[src/rtl/sfc_pkg.sv]
package sfc_pkg;
  localparam int unsigned BYTE_W      = 8;
  localparam int unsigned Q_DEPTH     = 16;
  localparam logic [7:0]  CTRL_KEEP   = 8'hC9;

  typedef enum logic [1:0] {
    LVL_ONE     = 2'b00,
    LVL_QUARTER = 2'b01,
    LVL_HALF    = 2'b10,
    LVL_NEAR    = 2'b11
  } lvl_sel_e;
endpackage

[src/rtl/sfc_byte_fifo.sv]
module sfc_byte_fifo #(
  parameter int unsigned DEPTH     = 16,
  parameter int unsigned W         = 8,
  parameter bit          OVERWRITE = 1'b0,
  localparam int unsigned PW = $clog2(DEPTH),
  localparam int unsigned CW = $clog2(DEPTH + 1)
) (
  input  logic          clk,
  input  logic          rst_n,
  input  logic          clr,
  input  logic          single,
  input  logic          push,
  input  logic [W-1:0]  din,
  input  logic          pop,
  output logic [W-1:0]  dout,
  output logic [CW-1:0] count,
  output logic          full,
  output logic          lost
);
  logic [W-1:0]  mem [DEPTH];
  logic [PW-1:0] wptr, rptr;
  logic          nonempty, do_pop, wr_en, drop_old;

  function automatic logic [PW-1:0] nxt(input logic [PW-1:0] p);
    return (p == PW'(DEPTH - 1)) ? '0 : p + 1'b1;
  endfunction

  assign nonempty = (count != '0);
  assign full     = single ? nonempty : (count == CW'(DEPTH));
  assign do_pop   = pop && nonempty;
  assign lost     = push && full;

  generate
    if (OVERWRITE) begin : g_ovw
      assign wr_en    = push;
      assign drop_old = push && full && !do_pop;
    end else begin : g_drop
      assign wr_en    = push && !full;
      assign drop_old = 1'b0;
    end
  endgenerate

  assign dout = nonempty ? mem[rptr] : '0;

  always_ff @(posedge clk) begin
    if (wr_en && !clr) mem[wptr] <= din;
  end

  always_ff @(posedge clk or negedge rst_n) begin
    if (!rst_n) begin
      wptr  <= '0;
      rptr  <= '0;
      count <= '0;
    end else if (clr) begin
      wptr  <= '0;
      rptr  <= '0;
      count <= '0;
    end else begin
      if (wr_en) wptr <= nxt(wptr);
      if (do_pop || drop_old) rptr <= nxt(rptr);
      count <= count + CW'(wr_en && !drop_old) - CW'(do_pop);
    end
  end

  p_count_in_range_r2: assert property (@(posedge clk) disable iff (!rst_n)
    count <= CW'(DEPTH));

  p_full_push_holds_count_r6: assert property (@(posedge clk) disable iff (!rst_n)
    (push && full && !pop && !clr) |=> (count == $past(count)));

  p_clear_empties_r4: assert property (@(posedge clk) disable iff (!rst_n)
    clr |=> (count == '0));
endmodule

[src/rtl/sfc_fcr_ctrl.sv]
module sfc_fcr_ctrl
  import sfc_pkg::*;
#(
  parameter int unsigned DEPTH = 16,
  localparam int unsigned CW = $clog2(DEPTH + 1)
) (
  input  logic          clk,
  input  logic          rst_n,
  input  logic          cfg_en,
  input  logic          wr,
  input  logic [7:0]    wdata,
  output logic [7:0]    fcr_q,
  output logic          fifo_en,
  output logic [CW-1:0] trig,
  output logic          flush_rx,
  output logic          flush_tx
);
  logic take, toggle;

  function automatic logic [CW-1:0] level_of(input lvl_sel_e s);
    case (s)
      LVL_ONE:     return CW'(1);
      LVL_QUARTER: return CW'(DEPTH / 4);
      LVL_HALF:    return CW'(DEPTH / 2);
      default:     return CW'(DEPTH - 2);
    endcase
  endfunction

  assign take     = cfg_en && wr && (wdata != fcr_q);
  assign toggle   = take && (wdata[0] != fcr_q[0]);
  assign flush_rx = toggle || (take && wdata[1]);
  assign flush_tx = toggle || (take && wdata[2]);
  assign fifo_en  = fcr_q[0];

  always_ff @(posedge clk or negedge rst_n) begin
    if (!rst_n) begin
      fcr_q <= 8'h00;
      trig  <= CW'(1);
    end else if (take) begin
      fcr_q <= wdata & CTRL_KEEP;
      if (wdata[0]) trig <= level_of(lvl_sel_e'(wdata[7:6]));
    end
  end

  p_locked_when_off_r10: assert property (@(posedge clk) disable iff (!rst_n)
    !cfg_en |=> $stable(fcr_q));

  p_trig_in_range_r3: assert property (@(posedge clk) disable iff (!rst_n)
    (trig >= CW'(1)) && (trig <= CW'(DEPTH - 2)));
endmodule

[src/rtl/sfc_line_status.sv]
module sfc_line_status #(
  parameter int unsigned DEPTH = 16,
  localparam int unsigned CW = $clog2(DEPTH + 1)
) (
  input  logic          clk,
  input  logic          rst_n,
  input  logic          fifo_en,
  input  logic          irq_en,
  input  logic [CW-1:0] rx_count,
  input  logic [CW-1:0] tx_count,
  input  logic [CW-1:0] trig,
  input  logic          thr_wr,
  input  logic          tx_pop,
  input  logic          tx_line_idle,
  input  logic          rx_drop,
  input  logic          lsr_rd,
  output logic          dr,
  output logic          thre,
  output logic          temt,
  output logic          oe,
  output logic          irq
);
  assign dr   = (rx_count != '0);
  assign thre = (tx_count == '0);
  assign irq  = dr && irq_en && (!fifo_en || (rx_count >= trig));

  always_ff @(posedge clk or negedge rst_n) begin
    if (!rst_n) begin
      temt <= 1'b1;
      oe   <= 1'b0;
    end else begin
      if (thr_wr || tx_pop)               temt <= 1'b0;
      else if (thre && tx_line_idle)      temt <= 1'b1;
      if (rx_drop)                        oe   <= 1'b1;
      else if (lsr_rd)                    oe   <= 1'b0;
    end
  end

  p_write_clears_temt_r9: assert property (@(posedge clk) disable iff (!rst_n)
    thr_wr |=> !temt);

  p_drop_sets_oe_r7: assert property (@(posedge clk) disable iff (!rst_n)
    rx_drop |=> oe);
endmodule

[src/rtl/serial_fifo_ctl.sv]
module serial_fifo_ctl
  import sfc_pkg::*;
#(
  parameter int unsigned DEPTH = Q_DEPTH,
  parameter int unsigned W     = BYTE_W,
  localparam int unsigned CW = $clog2(DEPTH + 1)
) (
  input  logic          clk,
  input  logic          rst_n,
  input  logic          cfg_fifo_mode_en,
  input  logic          rx_irq_en,
  input  logic          fcr_wr,
  input  logic [7:0]    fcr_wdata,
  input  logic          thr_wr,
  input  logic [W-1:0]  thr_wdata,
  input  logic          rbr_rd,
  output logic [W-1:0]  rbr_rdata,
  input  logic          lsr_rd,
  input  logic          rx_valid,
  output logic          rx_ready,
  input  logic [W-1:0]  rx_data,
  output logic          tx_valid,
  input  logic          tx_ready,
  output logic [W-1:0]  tx_data,
  input  logic          tx_line_idle,
  output logic [7:0]    fcr_q,
  output logic [CW-1:0] rx_count,
  output logic [CW-1:0] tx_count,
  output logic          lsr_dr,
  output logic          lsr_thre,
  output logic          lsr_temt,
  output logic          lsr_oe,
  output logic          tx_overflow,
  output logic          rda_irq
);
  logic          fifo_en, flush_rx, flush_tx;
  logic [CW-1:0] trig;
  logic          rx_full, rx_lost, tx_full, tx_pop;

  sfc_fcr_ctrl #(.DEPTH(DEPTH)) u_ctrl (
    .clk(clk), .rst_n(rst_n), .cfg_en(cfg_fifo_mode_en),
    .wr(fcr_wr), .wdata(fcr_wdata), .fcr_q(fcr_q), .fifo_en(fifo_en),
    .trig(trig), .flush_rx(flush_rx), .flush_tx(flush_tx)
  );

  sfc_byte_fifo #(.DEPTH(DEPTH), .W(W), .OVERWRITE(1'b0)) u_rxq (
    .clk(clk), .rst_n(rst_n), .clr(flush_rx), .single(!fifo_en),
    .push(rx_valid), .din(rx_data), .pop(rbr_rd), .dout(rbr_rdata),
    .count(rx_count), .full(rx_full), .lost(rx_lost)
  );

  assign tx_pop = tx_valid && tx_ready;

  sfc_byte_fifo #(.DEPTH(DEPTH), .W(W), .OVERWRITE(1'b1)) u_txq (
    .clk(clk), .rst_n(rst_n), .clr(flush_tx), .single(!fifo_en),
    .push(thr_wr), .din(thr_wdata), .pop(tx_pop), .dout(tx_data),
    .count(tx_count), .full(tx_full), .lost(tx_overflow)
  );

  assign rx_ready = !rx_full;
  assign tx_valid = (tx_count != '0);

  sfc_line_status #(.DEPTH(DEPTH)) u_stat (
    .clk(clk), .rst_n(rst_n), .fifo_en(fifo_en), .irq_en(rx_irq_en),
    .rx_count(rx_count), .tx_count(tx_count), .trig(trig),
    .thr_wr(thr_wr), .tx_pop(tx_pop), .tx_line_idle(tx_line_idle),
    .rx_drop(rx_lost), .lsr_rd(lsr_rd), .dr(lsr_dr), .thre(lsr_thre),
    .temt(lsr_temt), .oe(lsr_oe), .irq(rda_irq)
  );

  p_toggle_flushes_r4: assert property (@(posedge clk) disable iff (!rst_n)
    (cfg_fifo_mode_en && fcr_wr && (fcr_wdata[0] != fcr_q[0]))
      |=> (rx_count == '0 && tx_count == '0));
endmodule

[config.mk]
export PLATFORM = sky130hd
export DESIGN_NAME = serial_fifo_ctl
export DESIGN_NICKNAME = d
export VERILOG_FILES = /design/src/rtl/sfc_pkg.sv /design/src/rtl/sfc_byte_fifo.sv /design/src/rtl/sfc_fcr_ctrl.sv /design/src/rtl/sfc_line_status.sv /design/src/rtl/serial_fifo_ctl.sv
export SDC_FILE = /design/constraint.sdc
export NUM_CORES = 1
export LEC_CHECK = 0
export BUFFER_PORTS_ARGS = -buffer_cell sky130_fd_sc_hd__buf_2
export CELL_PAD_IN_SITES_DETAIL_PLACEMENT = 0
export CELL_PAD_IN_SITES_GLOBAL_PLACEMENT = 1
export CORE_AREA = 10 10 160 221
export DETAILED_ROUTE_END_ITERATION = 7
export DIE_AREA = 0 0 170 231
export GPL_ROUTABILITY_DRIVEN = 0
export PLACE_DENSITY_LB_ADDON = 0.1
export SLEW_MARGIN = 5
export SYNTH_ARGS = -nofsm -noshare
export SYNTH_HDL_FRONTEND = slang
export SYNTH_SLANG_ARGS = --single-unit
[constraint.sdc]
create_clock -name clk -period 2.85 [get_ports clk]
set_input_delay 0.57 -clock clk [delete_from_list [all_inputs] [get_ports clk]]
set_output_delay 0.57 -clock clk [all_outputs]
set_load 0.01 [all_outputs]
==> results of run 1 <==
worst max path at each step:
| stage | cells after the start | start | end |
|---|---|---|---|
| after floorplan | 14 | u_rxq.count[3] | u_rxq.count[4] |
| after global placement | 9 | u_txq.count[2] | tx_data[2] |
| after detailed placement | 9 | u_txq.count[2] | tx_data[2] |
| after CTS | 6 | u_rxq.rptr[0] | rbr_rdata[3] |
| after global routing | 6 | u_rxq.rptr[0] | rbr_rdata[3] |
| final | 6 | u_rxq.rptr[0] | rbr_rdata[3] |
sequential cells by signal, indices dropped and copies added, names as in the netlist:
register and flops:
u_ctrl.fcr_q 4, u_rxq.count 5, u_stat.oe 1, u_stat.temt 1, u_rxq.mem 128, u_rxq.rptr 4
u_ctrl.trig 4, u_rxq.wptr 4, u_txq.wptr 4, u_txq.count 5, u_txq.mem 128, u_txq.rptr 4
per-layer routing:
| layer | vias up | part of all wire |
|---|---|---|
| met3 | 39 | 0.027 |
| met4 | 0 | 0.019 |
| met1 | 3262 | 0.38 |
| li1 | 2937 | - |
| met2 | 96 | 0.58 |
| met5 | - | 0 |
synthesized netlist by cell type (2+ instances only):
cell	n
a21o_1	2
a21oi_1	19
a221o_1	8
a22o_1	8
a31oi_1	3
and2_1	11
and3_1	3
buf_1	2
buf_2	4
buf_4	7
buf_6	3
buf_8	2
clkbuf_1	11
clkbuf_8	5
dfrtp_1	34
dfstp_2	2
edfxtp_1	256
fa_1	2
ha_1	26
inv_1	28
mux2_2	7
mux2i_1	7
mux4_1	21
mux4_2	51
nand2_1	27
nand2b_1	4
nand3_1	13
nor2_1	42
nor2b_1	2
nor3_1	11
nor3b_1	3
nor4_1	3
o21ai_0	7
o21bai_1	3
or3_1	2
or3b_2	2
or4_1	3
xnor2_1	6
xor2_1	5
power by group through the flow:
stage               logic [W]  clock network [W]  registers, W
global route          0.00529            0.00389       0.00532
floorplan             0.00293                  0       0.00530
CTS                   0.00470            0.00372       0.00528
finish                0.00483            0.00361       0.00528
global placement      0.00414                  0       0.00533
detailed placement    0.00420                  0       0.00535
per-stage QoR:
stage	setup TNS [ps]	total power [W]	hold WS [ps]
6_report	-4876	0.01373	160.8
5_1_grt	-6468	0.01450	218.2
4_1_cts	-5807	0.01370	190.3
3_5_place_dp	-908.9	0.009554	487.3
3_3_place_gp	0	0.009468	472.0
2_1_floorplan	-21.82	0.008231	274.4
kinds of logic after synthesis:
logic type                 after synthesis  synth area share
AOI/OAI and AO/OA                       59           0.03365
and+or+nand+nor                        131           0.05199
adders and majority gates               28           0.02959
xor gates and xnor gates                11          0.007804
other                                    1         0.0003038
muxes                                   86            0.1498
DFF                                    292            0.6959
buffers and inverters                   64           0.03101
final cells by class:
cell class                 count  area (um2)  share of cell area
sequential                   292        8593              0.5833
clock buffer                  35       788.3             0.05351
timing repair buffer         145        1081             0.07338
clock inverter                18       123.9            0.008408
multi-input combinational    319        3532              0.2398
inverter                      29       118.9            0.008069
tap                          395       494.2             0.03355
what timing repair did:
item | 4_1_cts | 5_1_grt
pin swaps | 18 | 14
setup buffers | 10 | 11
resized for setup | 44 | 30
endpoints found under the setup margin | 17 | 55
cloned | 3 | 0
==> impl_metrics.csv, run 1 <==
group,metric,value,unit
worst_setup_path,reg2reg_slack,-80,ps
power,share_seq_of_total_power,0.385,
sta,setup_slack,-366.8,ps
clocking,htreeDepth,1,
global_route,gr-max-usage-layer,"met2",
layout,mostFrequentLayoutCells,"edfxtp_1, buf_2, mux4_2",
power,clkPwrFrac,0.263,
hold_path,hp-class,"in2async",
sta,max_slew_margin,0.3663,
layout,final_common_cell,"edfxtp_1",
layout,fillers,2635,
yosys,syn_area,12350,um2
yosys,synth_area_leaders,"edfxtp_1, mux4_2, dfrtp_1, mux4_1, ha_1",
global_route,grt_max_degree,37,
power,power_density,931.7,nW/um2
worst_setup_path,r2r.worst_path.cells,17,
sta,min_period_over_period,1.129,
sta,setup-violations-final,18,
clocking,cts_buffers,29,
sta,slew_violations,0,
global_route,grtUsageMet3,0.01896,
layout,antenna_cells,0,
clocking,clock-root-buffer,"clkbuf_16",
placed_design,numPortBuffers,72,
global_route,grt_pass1_vias,6788,
worst_setup_path,crit_type,"reg2out",
clocking,hold_buffers,0,
worst_setup_path,timing.rr.end,"u_txq.count[4]",
power,comb_power_share,0.352,
clocking,cts_tree,"done",
outcome,violations,"negative setup slack",
power,switchingPower,0.004092,W
global_route,overflow,0,
yosys,ys.flop_type,"edfxtp_1",
worst_setup_path,arrival,2650,ps
worst_setup_path,critPathMaxFanout,6,
clocking,cts_buffer_depth,3,
worst_setup_path,critPathCaptureType,"primary output",
floorplanning,die_h,231,um
global_route,grt_usage,0.1343,
layout,drive_gt1_frac,0.3735,
placed_design,place_ws,-127.9,ps
yosys,synth.largest_area_cell,"edfxtp_1",
drt,initialDrtViolationCount,318,
layout,utilization,0.4705,
yosys,synth_seq_area_share,0.6959,
floorplanning,rows,77,
worst_setup_path,r2r-start,"u_txq.count[3]",
yosys,yosysWarnings,0,
power,intPower,0.009634,W
floorplanning,pin_count,77,
worst_setup_path,crit_buf_inv,3,
layout,final_cells,1233,
clocking,clkTransAtPathRegs,70,ps
yosys,syn_inst,672,
worst_setup_path,required,2280,ps
layout,syn2layout_area_growth,19.33,%
job,cap_violations,0,
power,leakage,5.225,nW
floorplanning,die_width,170,um
drt,vias_per_cell,5.137,
worst_setup_path,slowest_delay,530,ps
placed_design,dpl.cell_count,1160,
global_route,antenna_found_initial,0,
layout,finalNetCount,879,
yosys,synth_top_area_frac,0.6227,
sta,fin_crit,3217,ps
sta,hold_viol_final,0,
drt,dr.pass1.iters,6,
worst_setup_path,cpMaxStageDelayCell,"mux4_2",
power,peakVddDrop,0.0004771,V
sta,fin_skew,8.532,ps
floorplanning,core,31310,um2
sta,rsz0062_at_grt,"true",
yosys,synth-edff-count,256,
sta,worst_slew_pin_slew,950.6,ps
outcome,outcome,"complete, but fails checks",
global_route,grt_pass1_wl,40750,um
drt,antenna_left,0,
worst_setup_path,startpoint_type,"flop",
yosys,synth-seq-cells,292,
drt,drc,0,
yosys,syn_avg_cell_area,18.37,um2
placed_design,dp_hpwl,18500,um
clocking,clock_latency,540,ps
drt,vias,6334,
floorplanning,dieArea,39270,um2
drt,wire_per_inst,21.53,um
worst_setup_path,worstPathCellList,"buf_6, buf_16, mux4_2, mux4_2, and2_4, buf_6",
global_route,grtUsageMet1,0.1459,
floorplanning,start_util,0.3943,
yosys,synth_async_sr_flop_share,0.1233,
placed_design,place_area,13440,um2
sta,max_freq,310.9,MHz
global_route,met2_usage,0.2647,
power,swShare,0.2981,
yosys,synthDistinctLibCells,56,
drt,totalWireLength,26550,um
worst_setup_path,critPathTopFamily,"multiplexers",
layout,fin_area,14730,um2
clocking,cts_sinks,292,
No activity file was read; power rests on OpenSTA's default activity.
==> run 2, diff against run 1 <==
--- a/config.mk
+++ b/config.mk
@@ -8,12 +8,13 @@
 export BUFFER_PORTS_ARGS = -buffer_cell sky130_fd_sc_hd__buf_2
 export CELL_PAD_IN_SITES_DETAIL_PLACEMENT = 0
 export CELL_PAD_IN_SITES_GLOBAL_PLACEMENT = 1
-export CORE_AREA = 10 10 160 221
+export CORE_AREA = 10 10 160 222
 export DETAILED_ROUTE_END_ITERATION = 7
-export DIE_AREA = 0 0 170 231
+export DIE_AREA = 0 0 170 232
 export GPL_ROUTABILITY_DRIVEN = 0
 export PLACE_DENSITY_LB_ADDON = 0.1
 export SLEW_MARGIN = 5
 export SYNTH_ARGS = -nofsm -noshare
 export SYNTH_HDL_FRONTEND = slang
+export SYNTH_HIERARCHICAL = 1
 export SYNTH_SLANG_ARGS = --single-unit
==> run 2 against run 1 <==
  * The run still ends with negative setup slack left
  * Fmax grew 4.4%
  * Final cell count is 0.73% higher
  * Clock skew is 2.0 ps higher
  * Register-to-register slack improved by 230 ps
  * Global-route usage rose by 0.72 points
  * Clock power up 12%
  * First-iteration DRC count rose by 13%
  * Synthesized cell count is 2.1% higher
  * Synthesized area is 0.70% higher
  * Critical path depth did not move
  * Power increased by 2.0%
  * Worst setup slack improved by 130 ps
==> impl_metrics.csv, run 2 <==
group,metric,value,unit
floorplanning,core,31310,um2
drt,drc,0,
sta,min_period_over_period,1.081,
floorplanning,die_h,232,um
sta,fin_crit,3082,ps
layout,final_common_cell,"edfxtp_1",
yosys,synthTopCellsByCount,"edfxtp_1, nor2_1, mux4_2, dfrtp_1, inv_1",
layout,drive_gt1_frac,0.3684,
global_route,antenna_found_initial,1,
layout,fin_area,14820,um2
yosys,yosysWarnings,6,
worst_setup_path,critPathMaxFanout,5,
yosys,synth_area_leaders,"edfxtp_1, mux4_2, dfrtp_1, mux4_1, ha_1",
clocking,cts_buffers,29,
clocking,cts_buffer_depth,3,
floorplanning,dieArea,39440,um2
power,peakVddDrop,0.0004780,V
sta,setup_slack,-232.2,ps
placed_design,dp_hpwl,17940,um
worst_setup_path,startpoint_type,"flop",
clocking,clkTransAtPathRegs,60,ps
clocking,cts_sinks,292,
placed_design,numPortBuffers,72,
clocking,clock-root-buffer,"clkbuf_16",
worst_setup_path,arrival,2510,ps
global_route,grt_usage,0.1415,
yosys,synth_top_area_frac,0.6184,
drt,antenna_left,0,
drt,vias_per_cell,5.163,
yosys,synth-seq-cells,292,
yosys,synth_async_sr_flop_share,0.1233,
sta,hold_ws,132.9,ps
sta,max_slew_margin,0.4110,
drt,wire_per_inst,22.25,um
global_route,grt_max_degree,38,
sta,fin_skew,10.55,ps
worst_setup_path,required,2280,ps
clocking,htreeDepth,1,
drt,initialDrtViolationCount,358,
floorplanning,pin_count,77,
layout,finalNetCount,889,
layout,fillers,2662,
drt,dr.pass1.iters,4,
power,power_density,945.1,nW/um2
layout,multi_input_area,3520,um2
yosys,syn_avg_cell_area,18.12,um2
worst_setup_path,critPathCaptureType,"primary output",
sta,slew_violations,0,
outcome,outcome,"complete, but fails checks",
layout,reg_top3,"u_rxq/mem (128), u_txq/mem (128)",
drt,vias,6413,
floorplanning,die_width,170,um
sta,worst_slew_pin_slew,883.5,ps
layout,antenna_cells,0,
outcome,violations,"negative setup slack",
yosys,synth-edff-count,256,
yosys,synthMostInstantiatedCell,"edfxtp_1",
worst_setup_path,crit_type,"reg2out",
hold_path,hp-class,"in2async",
power,leakage,5.235,nW
global_route,overflow,0,
floorplanning,start_util,0.3970,
yosys,ys.flop_type,"edfxtp_1",
global_route,grt_pass1_vias,7033,
global_route,grt_pass1_wl,42480,um
sta,setup-violations-final,16,
layout,syn2layout_area_growth,19.17,%
yosys,synth.largest_area_cell,"edfxtp_1",
sta,rsz0062_at_grt,"true",
job,cap_violations,0,
layout,seq_area,8594,um2
sta,hold_viol_final,0,
clocking,clock_latency,570,ps
placed_design,place_area,13510,um2
clocking,cts_tree,"done",
yosys,syn_inst,686,
yosys,synthDistinctLibCells,62,
layout,mostFrequentLayoutCells,"edfxtp_1, mux4_2, buf_2",
sta,max_freq,324.4,MHz
floorplanning,rows,77,
yosys,syn_area,12430,um2
drt,totalWireLength,27640,um
layout,utilization,0.4732,
yosys,synth_seq_area_share,0.6910,
==> run 2: cell count changes after synthesis, sizes merged, moves of 4 or more <==
cell   previous run  this run
a22o              8         0
nor2             42        49
nand3            13         9
o21ai             7        14
nor2b             2         7
mux2i             7        13
inv              29        34
a22oi             0         8
a221o             8         0
==> run 2: worst paths after layout <==
path                                 from         endpoint  slack (ps)  depth (start not counted)
setup / recovery            u_txq/rptr[0]       tx_data[0]        -230                          6
hold / removal                      rst_n   u_txq/count[3]         130                          1
setup reg to reg           u_rxq/count[2]   u_rxq/count[4]         150                         15
hold reg to reg                 u_stat/oe        u_stat/oe         470                          1
max in group asynchronous           rst_n   u_txq/count[1]        2110                          1
min in group clk             fcr_wdata[3]  u_ctrl/fcr_q[3]         260                          2
==> run 2: kinds of logic after synthesis <==
family	after synthesis	share of synthesized area
flip-flops	292	0.6910
AND/OR/NAND/NOR	137	0.05556
multiplexers	92	0.1566
buffers and inverters	69	0.02878
AO/OA/AOI/OAI	55	0.02989
adder cells (fa/ha/maj)	28	0.02939
XOR/XNOR	12	0.008454
other	1	0.0003016
==> run 2: layout make-up <==
| cell class | instances | area share |
|---|---|---|
| inverter | 34 | 0.008614 |
| clock inverter | 20 | 0.01824 |
| multi-input combinational | 329 | 0.2376 |
| clock buffer | 32 | 0.05042 |
| timing repair buffer | 140 | 0.07170 |
| tap | 395 | 0.03336 |
| sequential | 292 | 0.5801 |
==> run 2: what timing repair did <==
item                                    4_1_cts  5_1_grt
hold buffers                                  0        0
resized for setup                            59       24
endpoints found under the setup margin       18       19
buffers inserted                             11        3
gates cloned                                  4        0
pin swaps                                    11        5
==> run 2: worst max-delay path: stages (launching register included) <==
cell     delay, ps
dfrtp_2        380
buf_6          150
buf_16         140
mux4_2         540
mux4_2         480
and2_4         150
buf_6          110
==> run 2: layer usage <==
| layer | GRT usage | routed length [um] |
|---|---|---|
| met1 | 0.1542 | 10290 |
| met2 | 0.2688 | 15590 |
| met3 | 0.02331 | 957 |
| met4 | 0.04891 | 796 |
| met5 | 0 | 9 |
==> run 2: power by group <==
part | internal, W | switching [W] | total, W | leakage [nW]
clock | 0.00244 | 0.00161 | 0.00405 | 0.498
combinational | 0.00245 | 0.00225 | 0.00470 | 1.99
sequential | 0.00500 | 0.000244 | 0.00525 | 2.75
total | 0.00989 | 0.00411 | 0.0140 | 5.24
==> run 2: metrics by stage <==
step | total power [W] | instances | setup TNS, ps | setup slack, ps
2_1_floorplan | 0.007981 | 690 | 0 | 22.48
3_3_place_gp | 0.009227 | 1173 | 0 | 109.7
3_5_place_dp | 0.009320 | 1173 | 0 | 15.43
4_1_cts | 0.01408 | 1239 | -3956 | -295.9
5_1_grt | 0.01474 | 1242 | -4296 | -307.6
6_report | 0.01400 | 1242 | -2967 | -232.2
==> run 3, diff against run 2 <==
==> constraint.sdc (replaced) <==
create_clock -name clk -period 2.85 [get_ports clk]
set_input_delay 0.285 -clock clk [delete_from_list [all_inputs] [get_ports clk]]
set_output_delay 0.285 -clock clk [all_outputs]
set_load 0.01 [all_outputs]
==> run 3 against run 2 <==
  * Critical path depth decreased by 1
  * Clock skew increased by 4.5 ps
  * The flow still finishes with violations (negative setup slack)
  * Largest power group unchanged
  * Via count increased by 1.1%
  * Largest cell class unchanged
  * Global-route usage decreased by 0.056 points
  * Worst setup slack improved by 220 ps
  * Die area unchanged
==> impl_metrics.csv, run 3 (synthesis gave the netlist of run 2 again) <==
group,metric,value,unit
layout,finalNetCount,885,
layout,multi_input_area,3567,um2
power,total_power,0.01323,W
clocking,clock_latency,560,ps
global_route,overflow,0,
sta,max_slew_margin,0.4238,
floorplanning,pin_count,77,
floorplanning,die_h,232,um
sta,slew_violations,0,
clocking,cts_buffer_depth,3,
placed_design,place_ws,-60.19,ps
clocking,cts_buffers,29,
drt,drc,0,
drt,initialDrtViolationCount,355,
clocking,clkTransAtPathRegs,60,ps
floorplanning,start_util,0.3970,
floorplanning,core,31310,um2
worst_setup_path,required,2570,ps
clocking,cts_sinks,292,
power,leakage,5.194,nW
sta,fin_skew,15.00,ps
worst_setup_path,reg2reg_slack,90,ps
worst_setup_path,slowest_delay,610,ps
outcome,outcome,"complete, but fails checks",
layout,seq_area,8594,um2
worst_setup_path,critPathCaptureType,"primary output",
placed_design,numPortBuffers,72,
global_route,antenna_found_initial,1,
sta,tns,-9.308,ps
drt,wire_per_inst,22.36,um
worst_setup_path,crit_type,"reg2out",
drt,antenna_left,0,
worst_setup_path,arrival,2570,ps
worst_setup_path,startpoint_type,"flop",
layout,mostFrequentLayoutCells,"edfxtp_1, buf_2, buf_4, mux4_2, nor2_1",
global_route,grt_usage,0.1410,
job,cap_violations,0,
sta,rsz0062_at_grt,"true",
global_route,grt_pass1_wl,42770,um
drt,vias,6483,
sta,hold_viol_final,0,
layout,antenna_cells,0,
drt,dr.pass1.iters,4,
power,power_density,903.3,nW/um2
sta,max_freq,349.7,MHz
sta,setup_slack,-9.308,ps
worst_setup_path,critPathMaxFanout,18,
floorplanning,die_width,170,um
sta,min_period_over_period,1.003,
layout,final_common_cell,"edfxtp_1",
layout,syn2layout_area_growth,17.80,%
clocking,clock-root-buffer,"clkbuf_16",
clocking,htreeDepth,1,
floorplanning,rows,77,
floorplanning,dieArea,39440,um2
worst_setup_path,worstPathCellList,"buf_12, mux4_1, mux4_2, and2_1, buf_2",
hold_path,hp-class,"in2reg",
layout,fillers,2676,
placed_design,place_area,13490,um2
sta,setup-violations-final,1,
layout,fin_area,14650,um2
sta,fin_crit,2859,ps
clocking,cts_tree,"done",
sta,hold_ws,33.70,ps
power,peakVddDrop,0.0005924,V
outcome,violations,"negative setup slack",
sta,worst_slew_pin_slew,864.3,ps
layout,drive_gt1_frac,0.3160,
layout,reg_top3,"u_rxq/mem (128), u_txq/mem (128)",
drt,totalWireLength,27720,um
worst_setup_path,cpMaxStageDelayCell,"mux4_1",
global_route,grt_pass1_vias,7073,
drt,vias_per_cell,5.228,
global_route,grt_max_degree,38,
placed_design,dp_hpwl,18280,um
-- run 3: final cells by class --
type,instances,area share
Clock inverter,17,0.009569
Inverter,34,0.008714
Sequential cell,292,0.5868
Multi-Input combinational cell,329,0.2436
Tap cell,395,0.03375
Clock buffer,37,0.05229
Timing Repair Buffer,136,0.06527
-- run 3: through the flow --
stage                 util  std cells
finish              0.4677       1240
global route        0.4677       1240
CTS                 0.4653       1238
detailed placement  0.4309       1173
global placement    0.4309       1173
floorplan                -        690
-- run 3: power by group --
part           switching (W)  total [W]  internal (W)
Clock                0.00158    0.00366       0.00208
Combinational        0.00214    0.00429       0.00215
Sequential          0.000280    0.00528       0.00500
Total                0.00400     0.0132       0.00923
-- run 3: per-layer routing --
metal / up-vias / GRT usage / part of all wire
met1: 3374 / 0.1557 / 0.38
li1: 2954 / - / -
met4: 2 / 0.04232 / 0.026
met2: 107 / 0.2702 / 0.56
met5: - / 0 / 0.00036
met3: 46 / 0.02059 / 0.037
-- run 3: worst max-delay path, delay by kind of cell, from the launching register on --
kind	cells	cell delay (ps)
and+or+nand+nor	1	180
DFF	1	410
buffers and inverters	2	330
muxes	2	1090
-- run 3: final timing paths --
check                                from        endpoint  cells past startpoint
max                         u_txq/rptr[0]      tx_data[1]                      5
max reg2reg                u_rxq/count[3]  u_rxq/count[4]                     14
max in group asynchronous           rst_n   u_rxq/rptr[0]                      2
min in group asynchronous           rst_n  u_txq/count[2]                      2
min reg2reg                     u_stat/oe       u_stat/oe                      1
min                          fcr_wdata[7]  u_ctrl/trig[1]                      3
-- run 3: timing repair --
| item | CTS | global route |
|---|---|---|
| hold buffers | 5 | 0 |
| pin swaps | 2 | 4 |
| resized for setup | 25 | 20 |
| endpoints found under the setup margin | 17 | 18 |
| hold endpoints to repair | 37 | 0 |
| cloned | 2 | 0 |
| buffers inserted | 4 | 2 |
